<file path="src/rtl/lcdp_pkg.sv">
package lcdp_pkg;
  typedef enum logic [1:0] {
    MODE_IDLE = 2'd0,
    MODE_WR   = 2'd1,
    MODE_RD   = 2'd2,
    MODE_SKIP = 2'd3
  } mode_t;

  // Packed so that bit 0 is the first control bit received.
  typedef struct packed {
    logic       bias_half;
    logic       seg_off;
    logic [2:0] port_sel;
    logic [1:0] keyline_sel;
    logic [1:0] sleep_ctrl;
  } ctrl_t;

  localparam int CTRL_W = $bits(ctrl_t);
endpackage

</file>
<file path="src/rtl/lcdp_sync.sv">
module lcdp_sync #(
  parameter int WIDTH  = 3,
  parameter int STAGES = 2
) (
  input  logic             clk,
  input  logic [WIDTH-1:0] d,
  output logic [WIDTH-1:0] q
);
  logic [STAGES-1:0][WIDTH-1:0] chain;

  // Serial side carries no reset.
  always_ff @(posedge clk) begin
    chain[0] <= d;
    for (int i = 1; i < STAGES; i++) chain[i] <= chain[i-1];
  end

  assign q = chain[STAGES-1];
endmodule

</file>
<file path="src/rtl/lcdp_rx.sv">
module lcdp_rx
  import lcdp_pkg::*;
#(
  parameter int                ADDR_W  = 8,
  parameter logic [ADDR_W-1:0] WR_ADDR = 8'h42,
  parameter logic [ADDR_W-1:0] RD_ADDR = 8'h43,
  parameter int                FRAME_W = 64
) (
  input  logic               clk,
  input  logic               rst_n,
  input  logic               ce,
  input  logic               din,
  input  logic               sclk_rise,
  input  logic               ce_rise,
  input  logic               ce_fall,
  output mode_t              mode,
  output logic [FRAME_W-1:0] payload,
  output logic               frame_ok,
  output logic               rd_start,
  output logic               rd_end
);
  localparam int CNT_W = $clog2(FRAME_W + 2);
  localparam logic [CNT_W-1:0] CNT_FULL = CNT_W'(FRAME_W);
  localparam logic [CNT_W-1:0] CNT_SAT  = CNT_W'(FRAME_W + 1);

  logic [ADDR_W-1:0] addr_sr;
  logic [CNT_W-1:0]  cnt;

  // Address shifter: first bit received ends up in bit 0.
  always_ff @(posedge clk) begin
    if (!ce && sclk_rise) addr_sr <= {din, addr_sr[ADDR_W-1:1]};
  end

  // Payload shifter, no reset: the first payload bit ends up in bit 0.
  always_ff @(posedge clk) begin
    if (ce && sclk_rise && mode == MODE_WR) payload <= {din, payload[FRAME_W-1:1]};
  end

  always_ff @(posedge clk or negedge rst_n) begin
    if (!rst_n) begin
      mode <= MODE_IDLE;
      cnt  <= '0;
    end else begin
      if (ce_rise) begin
        cnt <= '0;
        if (addr_sr == WR_ADDR)      mode <= MODE_WR;
        else if (addr_sr == RD_ADDR) mode <= MODE_RD;
        else                         mode <= MODE_SKIP;
      end else if (ce_fall) begin
        mode <= MODE_IDLE;
      end else if (ce && sclk_rise && mode == MODE_WR && cnt != CNT_SAT) begin
        cnt <= cnt + 1'b1;
      end
    end
  end

  assign frame_ok = ce_fall && (mode == MODE_WR) && (cnt == CNT_FULL);
  assign rd_start = ce_rise && (addr_sr == RD_ADDR);
  assign rd_end   = ce_fall && (mode == MODE_RD);
endmodule

</file>
<file path="src/rtl/lcdp_tx.sv">
module lcdp_tx #(
  parameter int KEY_W = 30
) (
  input  logic             clk,
  input  logic             rst_n,
  input  logic             load,
  input  logic             active,
  input  logic             sclk_fall,
  input  logic [KEY_W-1:0] key_data,
  input  logic             sleep_ack,
  output logic             bit_out
);
  localparam int OUT_W = KEY_W + 1;

  logic [OUT_W-1:0] out_sr;

  // Ones fill behind the data, so the line is released once the frame is used up.
  always_ff @(posedge clk or negedge rst_n) begin
    if (!rst_n)                      out_sr <= '1;
    else if (load)                   out_sr <= {sleep_ack, key_data};
    else if (active && sclk_fall)    out_sr <= {1'b1, out_sr[OUT_W-1:1]};
  end

  assign bit_out = out_sr[0];
endmodule

</file>
<file path="src/rtl/lcdp_serial_port.sv">
module lcdp_serial_port
  import lcdp_pkg::*;
#(
  parameter int                HALF_W      = 48,
  parameter int                FRAME_W     = 64,
  parameter int                KEY_W       = 30,
  parameter int                ADDR_W      = 8,
  parameter logic [ADDR_W-1:0] WR_ADDR     = 8'h42,
  parameter logic [ADDR_W-1:0] RD_ADDR     = 8'h43,
  parameter int                SYNC_STAGES = 2
) (
  input  logic                clk,
  input  logic                rst_n,
  input  logic                ser_ce,
  input  logic                ser_clk,
  input  logic                ser_din,
  output logic                ser_dout_low,
  input  logic                key_valid,
  input  logic [KEY_W-1:0]    key_data,
  output logic                key_ready,
  output logic                rd_stale,
  output logic [2*HALF_W-1:0] disp_data,
  output logic [1:0]          sleep_ctrl,
  output logic [1:0]          keyline_sel,
  output logic [2:0]          port_sel,
  output logic                seg_off,
  output logic                bias_half,
  output logic                blank
);
  localparam int DIR_BIT  = FRAME_W - 1;
  localparam int CTRL_LSB = DIR_BIT - CTRL_W;
  localparam int FILL_LO  = CTRL_LSB - HALF_W;
  localparam int FILL_HI  = DIR_BIT - HALF_W;

  // Synchronize and find the edges.
  logic [2:0] s_vec;
  logic       ce_s, sclk_s, din_s, ce_d, sclk_d;
  logic       ce_rise, ce_fall, sclk_rise, sclk_fall;

  lcdp_sync #(.WIDTH(3), .STAGES(SYNC_STAGES)) u_sync (
    .clk (clk),
    .d   ({ser_ce, ser_clk, ser_din}),
    .q   (s_vec)
  );

  assign {ce_s, sclk_s, din_s} = s_vec;

  always_ff @(posedge clk) begin
    ce_d   <= ce_s;
    sclk_d <= sclk_s;
  end

  assign ce_rise   =  ce_s   & ~ce_d;
  assign ce_fall   = ~ce_s   &  ce_d;
  assign sclk_rise =  sclk_s & ~sclk_d;
  assign sclk_fall = ~sclk_s &  sclk_d;

  // Receive path.
  mode_t              mode;
  logic [FRAME_W-1:0] payload;
  logic               frame_ok, rd_start, rd_end;

  lcdp_rx #(
    .ADDR_W (ADDR_W), .WR_ADDR (WR_ADDR), .RD_ADDR (RD_ADDR), .FRAME_W (FRAME_W)
  ) u_rx (
    .clk       (clk),
    .rst_n     (rst_n),
    .ce        (ce_s),
    .din       (din_s),
    .sclk_rise (sclk_rise),
    .ce_rise   (ce_rise),
    .ce_fall   (ce_fall),
    .mode      (mode),
    .payload   (payload),
    .frame_ok  (frame_ok),
    .rd_start  (rd_start),
    .rd_end    (rd_end)
  );

  // Frame decode and latches (no reset on data).
  logic  fill_lo_zero, fill_hi_zero, commit_lo, commit_hi;
  logic [HALF_W-1:0] disp_lo, disp_hi;
  ctrl_t ctrl_q;

  assign fill_lo_zero = (payload[CTRL_LSB-1:HALF_W] == {FILL_LO{1'b0}});
  assign fill_hi_zero = (payload[DIR_BIT-1:HALF_W]  == {FILL_HI{1'b0}});
  assign commit_lo    = frame_ok & ~payload[DIR_BIT] & fill_lo_zero;
  assign commit_hi    = frame_ok &  payload[DIR_BIT] & fill_hi_zero;

  always_ff @(posedge clk) begin
    if (commit_lo) begin
      disp_lo <= payload[HALF_W-1:0];
      ctrl_q  <= ctrl_t'(payload[DIR_BIT-1:CTRL_LSB]);
    end
    if (commit_hi) disp_hi <= payload[HALF_W-1:0];
  end

  assign disp_data   = {disp_hi, disp_lo};
  assign sleep_ctrl  = ctrl_q.sleep_ctrl;
  assign keyline_sel = ctrl_q.keyline_sel;
  assign port_sel    = ctrl_q.port_sel;
  assign seg_off     = ctrl_q.seg_off;
  assign bias_half   = ctrl_q.bias_half;

  // Blank until both halves have been loaded since reset.
  logic lo_seen, hi_seen, blank_q;

  always_ff @(posedge clk or negedge rst_n) begin
    if (!rst_n) begin
      lo_seen <= 1'b0;
      hi_seen <= 1'b0;
      blank_q <= 1'b1;
    end else begin
      if (commit_lo) lo_seen <= 1'b1;
      if (commit_hi) hi_seen <= 1'b1;
      if ((commit_lo | lo_seen) & (commit_hi | hi_seen)) blank_q <= 1'b0;
    end
  end

  assign blank = blank_q;

  // Transmit path.
  logic tx_bit;

  lcdp_tx #(.KEY_W(KEY_W)) u_tx (
    .clk       (clk),
    .rst_n     (rst_n),
    .load      (rd_start),
    .active    (mode == MODE_RD),
    .sclk_fall (sclk_fall),
    .key_data  (key_data),
    .sleep_ack (|ctrl_q.sleep_ctrl),
    .bit_out   (tx_bit)
  );

  // Key handshake.
  logic req_at_start, key_ready_q, rd_stale_q;

  always_ff @(posedge clk or negedge rst_n) begin
    if (!rst_n) begin
      req_at_start <= 1'b0;
      key_ready_q  <= 1'b0;
      rd_stale_q   <= 1'b0;
    end else begin
      if (rd_start) req_at_start <= key_valid;
      key_ready_q <= rd_end   &  req_at_start & ~blank_q;
      rd_stale_q  <= rd_start & ~key_valid    & ~blank_q;
    end
  end

  assign key_ready = key_ready_q;
  assign rd_stale  = rd_stale_q;

  // Open-drain return line.
  always_comb begin
    if (blank_q)              ser_dout_low = 1'b0;
    else if (mode == MODE_RD) ser_dout_low = ~tx_bit;
    else if (ce_s)            ser_dout_low = 1'b0;
    else                      ser_dout_low = key_valid;
  end
endmodule

</file>
<file path="config.mk">
export PLATFORM = sky130hd
export DESIGN_NAME = lcdp_serial_port
export DESIGN_NICKNAME = d
export VERILOG_FILES = /design/src/rtl/lcdp_pkg.sv /design/src/rtl/lcdp_sync.sv /design/src/rtl/lcdp_rx.sv /design/src/rtl/lcdp_tx.sv /design/src/rtl/lcdp_serial_port.sv
export SDC_FILE = /design/constraint.sdc
export NUM_CORES = 1
export LEC_CHECK = 0
export BUFFER_PORTS_ARGS = -buffer_cell sky130_fd_sc_hd__clkbuf_2
export CAP_MARGIN = 20
export CORE_ASPECT_RATIO = 1.25
export CORE_MARGIN = 4
export CORE_UTILIZATION = 59
export DETAILED_ROUTE_END_ITERATION = 10
export HOLD_SLACK_MARGIN = 0.1
export PLACE_DENSITY = 0.84
export SLEW_MARGIN = 20
export SYNTH_ARGS = -nofsm -noshare
export SYNTH_HDL_FRONTEND = slang
export SYNTH_SLANG_ARGS = --single-unit
export TNS_END_PERCENT = 50
</file>
<file path="constraint.sdc">
create_clock -name clk -period 11.1 [get_ports clk]
set_input_delay 1.665 -clock clk [delete_from_list [all_inputs] [get_ports clk]]
set_output_delay 1.665 -clock clk [all_outputs]
set_load 0.03 [all_outputs]
</file>
* Yosys cells after proc, flatten, opt, wreduce, memory -nomap -nowiden
Index checks and enable logic that the tools add are counted.
Storage, ports and cells: flip-flop bits (word level) 231, input bits 36, output and inout bits 109, logic and storage cells 82
Cells by class: $add $sub $neg 1, equality and inequality tests 7, mux-type cells 12, bitwise gates (word level) 23, reductions and logical operators 17
Operator list (number):
- two-way mux 31 bit | 2
- two-way mux 7 bit | 3
- == test 8 x 7 -> 1 bit (second input constant) | 2
- logical NOT 15 bit | 1
- AND 1 bit | 13
- logical AND 1 bit | 9
- inverter 1 bit | 8
- adder 7 x 1 -> 7 bit (second input constant) | 1
- == test 7 bit (second input constant) | 1
- != test 7 bit (second input constant) | 1
- logical NOT 6 bit | 1
- two-way mux 2 bit | 3
- nonzero test 2 bit | 3
- two-way mux 1 bit | 4
- == test 2 x 1 -> 1 bit (second input constant) | 1
- == test 2 bit (second input constant) | 1
- != test 2 x 1 -> 1 bit (second input constant) | 1
- OR 1 bit | 2
- AND reduction 2 bit | 1
- OR reduction 2 bit | 1
- logical NOT 1 bit | 1

* Logic depth before layout (Yosys ltp)
word-level depth 8, mapped depth 6, mapped depth without buffers 6

* By module
Synthesis repeated with hierarchy kept, for this count alone.
Unflattened totals: cells, all modules 468, area, all modules 8480.6 um2
By module, submodules not included:
- lcdp_serial_port | times used 1, cells an instance 142, area each 3543.4 um2, seq. area each 3344.5 um2
- lcdp_rx | times used 1, cells an instance 143, area each 2827.7 um2, seq. area each 2387.3 um2
- lcdp_tx | times used 1, cells an instance 174, area each 1966.9 um2, seq. area each 814.5 um2
- lcdp_sync | times used 1, cells an instance 9, area each 142.6 um2, seq. area each 120.1 um2

* Least setup slack after synthesis
No wires, ideal clock.
path kind register -> register, from register u_rx.cnt[0], to register ctrl_q, in the netlist bias_half (enable), arrival 3450 ps, path slack 7178 ps, cell stages (with the launch flop) 6, period minus slack after synthesis 3922 ps, path through dfrtp_1 inv_1 ha_1 nor4bb_1 nand4_1 nor2_1
On the way: word-level cells in the longest chain between the ends 4
RTL lines:
- start, declared | line lcdp_rx.sv:27 | logic [CNT_W-1:0] cnt;
- start signal, assigned | line lcdp_rx.sv:52 | cnt <= cnt + 1'b1;
- == test 7 bit | line lcdp_rx.sv:57 | assign frame_ok = ce_fall && (mode == MODE_WR) && (cnt == CNT_FULL);
- logical AND 1 bit | line lcdp_rx.sv:57
- AND 1 bit (2 in a row) | line lcdp_serial_port.sv:87 | assign commit_lo = frame_ok & ~payload[DIR_BIT] & fill_lo_zero;
- via commit_lo | line lcdp_serial_port.sv:81 | logic fill_lo_zero, fill_hi_zero, commit_lo, commit_hi;
- end signal, assigned | line lcdp_serial_port.sv:93 | ctrl_q <= ctrl_t'(payload[DIR_BIT-1:CTRL_LSB]);
- end, declared | line lcdp_serial_port.sv:83 | ctrl_t ctrl_q;
The timed path passes the listed nets, and every way through them passes these cells. A chain may end at the register's enable or synchronous reset.

* Final worst setup path
from input port key_valid, to output port ser_dout_low
On the way: word-level cells in the longest chain between the ends 3
RTL lines:
- start, declared | line lcdp_serial_port.sv:18 | input logic key_valid,
- two-way mux 1 bit | line lcdp_serial_port.sv:158 | else if (ce_s) ser_dout_low = 1'b0;
- two-way mux 1 bit | line lcdp_serial_port.sv:157 | else if (mode == MODE_RD) ser_dout_low = ~tx_bit;
- two-way mux 1 bit | line lcdp_serial_port.sv:156 | if (blank_q) ser_dout_low = 1'b0;
- end, declared | line lcdp_serial_port.sv:17 | output logic ser_dout_low,
No other way between the ends.

==> impl_metrics.env <==
export IMPL_critPathMaxFanout=3
export IMPL_io_pins=145
export IMPL_clkLatencyLatePin_ns=0.48
export IMPL_drive_gt1_share_pct=38.6
export IMPL_firstDrtPassIters=4
export IMPL_placed_cell_area_um2=8830
export IMPL_cts_buffers=20
export IMPL_post_cts_buffers=0
export IMPL_drc_errors=0
export IMPL_p_leak_nw=3.34
export IMPL_dp_hpwl_um=8870
export IMPL_n_fill_cell=824
export IMPL_clock_sinks=231
export IMPL_max_cap_violations=0
export IMPL_grt_usage_pct=18.5
export IMPL_finClkSkew_ns=0.00737
export IMPL_die_y_um=137
export IMPL_synthAdderAreaFrac_pct=0.951
export IMPL_synth_edf_count=177
export IMPL_ys_ff_latch=231
export IMPL_root_buffer="clkbuf_16"
export IMPL_port_buffers=144
export IMPL_drv_slew=0
export IMPL_netlist_area_um2=7900
export IMPL_place_gp_congestion=0.744
export IMPL_final_cell_area_um2=9510
export IMPL_grt_pass1_wl_um=22400
export IMPL_finalHoldViolCount=0
export IMPL_min_period_over_period_pct=34.4
export IMPL_start_util_pct=59.9
export IMPL_relSlewSlack_pct=27.6
export IMPL_worst_slew_pin_slew_ns=1.08
export IMPL_run_status="completed"
export IMPL_wirelength_um=14100
export IMPL_synth_xor_area_share_pct=0
export IMPL_cts_resized_gates=0
export IMPL_htreeDepth=1
export IMPL_yosysWarnings=0
export IMPL_synth_simple_area_share_pct=5.34
export IMPL_syn_to_final_growth_pct=20.4
export IMPL_finalSetupTns_ns=0
export IMPL_antenna_found_initial=0
export IMPL_synthArstFlopShare_pct=19.9
export IMPL_final_min_clock_period_ns=3.82
export IMPL_antennaDiodeCount=0
export IMPL_r2r_slack_ns=8.43
export IMPL_final_cell_mix="edfxtp_1 (177), clkbuf_2 (144), nor2_1 (34)"
export IMPL_powerDensity_nw_per_um2=197
export IMPL_synth_top_family_by_area="simple AND/OR/NAND/NOR gates"
export IMPL_dieArea_um2=15300
export IMPL_vias=4097
export IMPL_grt_overflow=0
export IMPL_clockBufferDepth=3
export IMPL_synth_compound_area_share_pct=4.02
export IMPL_hp_class="reg2reg"
export IMPL_worstPathArrival_ns=2.16
export IMPL_hold_worst_slack_ns=0.328
export IMPL_drt_iter0_markers=213
export IMPL_fin_nets=614
export IMPL_synth_flop_cell="edfxtp_1"
export IMPL_synth_fp_nets=453
export IMPL_cts_tree="done"
export IMPL_viasPerCell=5.41
export IMPL_cts_hold_buf=0
export IMPL_startpoint_type="primary input"
export IMPL_ys_seq_area_share_pct=84.4
export IMPL_dieWidth_um=111
export IMPL_synth_area_per_cell_um2=19.2
export IMPL_worstSetupPathType="in2out"
export IMPL_place_ws_ns=7.29
export IMPL_final_util_pct=72.2
export IMPL_first_global_vias=4145
export IMPL_grt_start_max_net_pins=65
export IMPL_wire_per_inst_um=18.7
export IMPL_rsz0062_at_grt="no"
export IMPL_required_ns=9.44
export IMPL_vdd_ir_drop_max_v=0.000179
export IMPL_placementRows=47
export IMPL_core_area_um2=13200
export IMPL_maxClockFrequency_ghz=0.262
export IMPL_ant_nets=0
export IMPL_setup_slack_ns=7.28
export IMPL_synth_cell_types=43
export IMPL_cts_clk_slew_worst_paths_ns=0.06
export IMPL_critPathCaptureType="primary output"
export IMPL_synth_area_mux_share_pct=4.21
export IMPL_final_common_cell="edfxtp_1"
export IMPL_finalSetupViolCount=0
export IMPL_synth_cells=411
[cell type report]
cell class | instances | area [µm²] | share of cell area (%)
well taps | 171 | 214 | 2.25
inverters | 5 | 18.8 | 0.197
clock inverters | 9 | 125 | 1.32
clock buffers | 27 | 548 | 5.76
repair buffers | 150 | 766 | 8.05
multi-input cells | 164 | 1170 | 12.3
flip-flops and latches | 231 | 6670 | 70.1
[worst paths after layout]
path / end / cells past startpoint / startpoint
worst max register to register: disp_lo[0] / 6 / u_sync.q[2]
worst min-delay path: u_sync.q[0] / 0 / u_sync.chain[0]
worst min register to register: u_sync.q[0] / 0 / u_sync.chain[0]
worst max-delay path: ser_dout_low / 4 / key_valid
min in group asynchronous: u_rx.cnt[4] / 2 / rst_n
max in group asynchronous: u_tx.out_sr[0] / 2 / rst_n
[cells in the mapped netlist, types with 3 or more instances]
master / instances / area, µm²
dfstp_2: 32 / 841
nor4_1: 6 / 37.5
nand2_1: 5 / 18.8
mux2i_1: 31 / 310
dfxtp_1: 8 / 160
buf_6: 3 / 33.8
inv_1: 5 / 18.8
a21oi_1: 32 / 160
o22a_1: 3 / 26.3
dfrtp_1: 14 / 350
edfxtp_1: 177 / 5320
nor2_1: 37 / 139
clkbuf_1: 8 / 30.0
nand3_1: 4 / 20.0
nor3_1: 5 / 25.0
ha_1: 6 / 75.1
[routing by layer]
layer	global-route usage [%]	vias to the layer above	part of all wire, %
met3	3.91	21	7.9
met5	0	-	0
met2	31.5	179	49
met1	25.0	2010	41
met4	4.33	0	1.6
li1	-	1887	-
[metrics by stage]
stage                     cells  total power [mW]
after floorplan             411              1.15
after detailed placement    721              1.19
after global routing        757              1.95
after CTS                   757              1.89
final                       757              1.87
after global placement      721              1.17
[state kept, by name (all words and copies together), names as in the netlist, 2 cells and up]
register	flops
sleep_ctrl	2
disp_hi	48
u_rx.addr_sr	8
u_rx.payload	64
u_sync.q	3
u_tx.out_sr	31
u_sync.chain	3
keyline_sel	2
port_sel	3
u_rx.cnt	7
disp_lo	48
u_rx.mode	2
[worst max-delay path, cell delays in order]
cell and delay, ns:
clkbuf_2 0.09, a31oi_1 0.17, nor2_1 0.05, clkbuf_2 0.18
[logic make-up after synthesis]
family,count (synthesis)
fa+ha+maj,6
simple gates,75
flops,231
mux,33
compound gates,50
buf+inv,16
[power by group]
group          internal [mW]  leakage (nW)  switching [mW]  total (mW)
clock network          0.419         0.328           0.286       0.706
registers               1.02          2.02          0.0362        1.06
logic                 0.0553         0.993          0.0504       0.106
(Power assumes the default switching activity.)
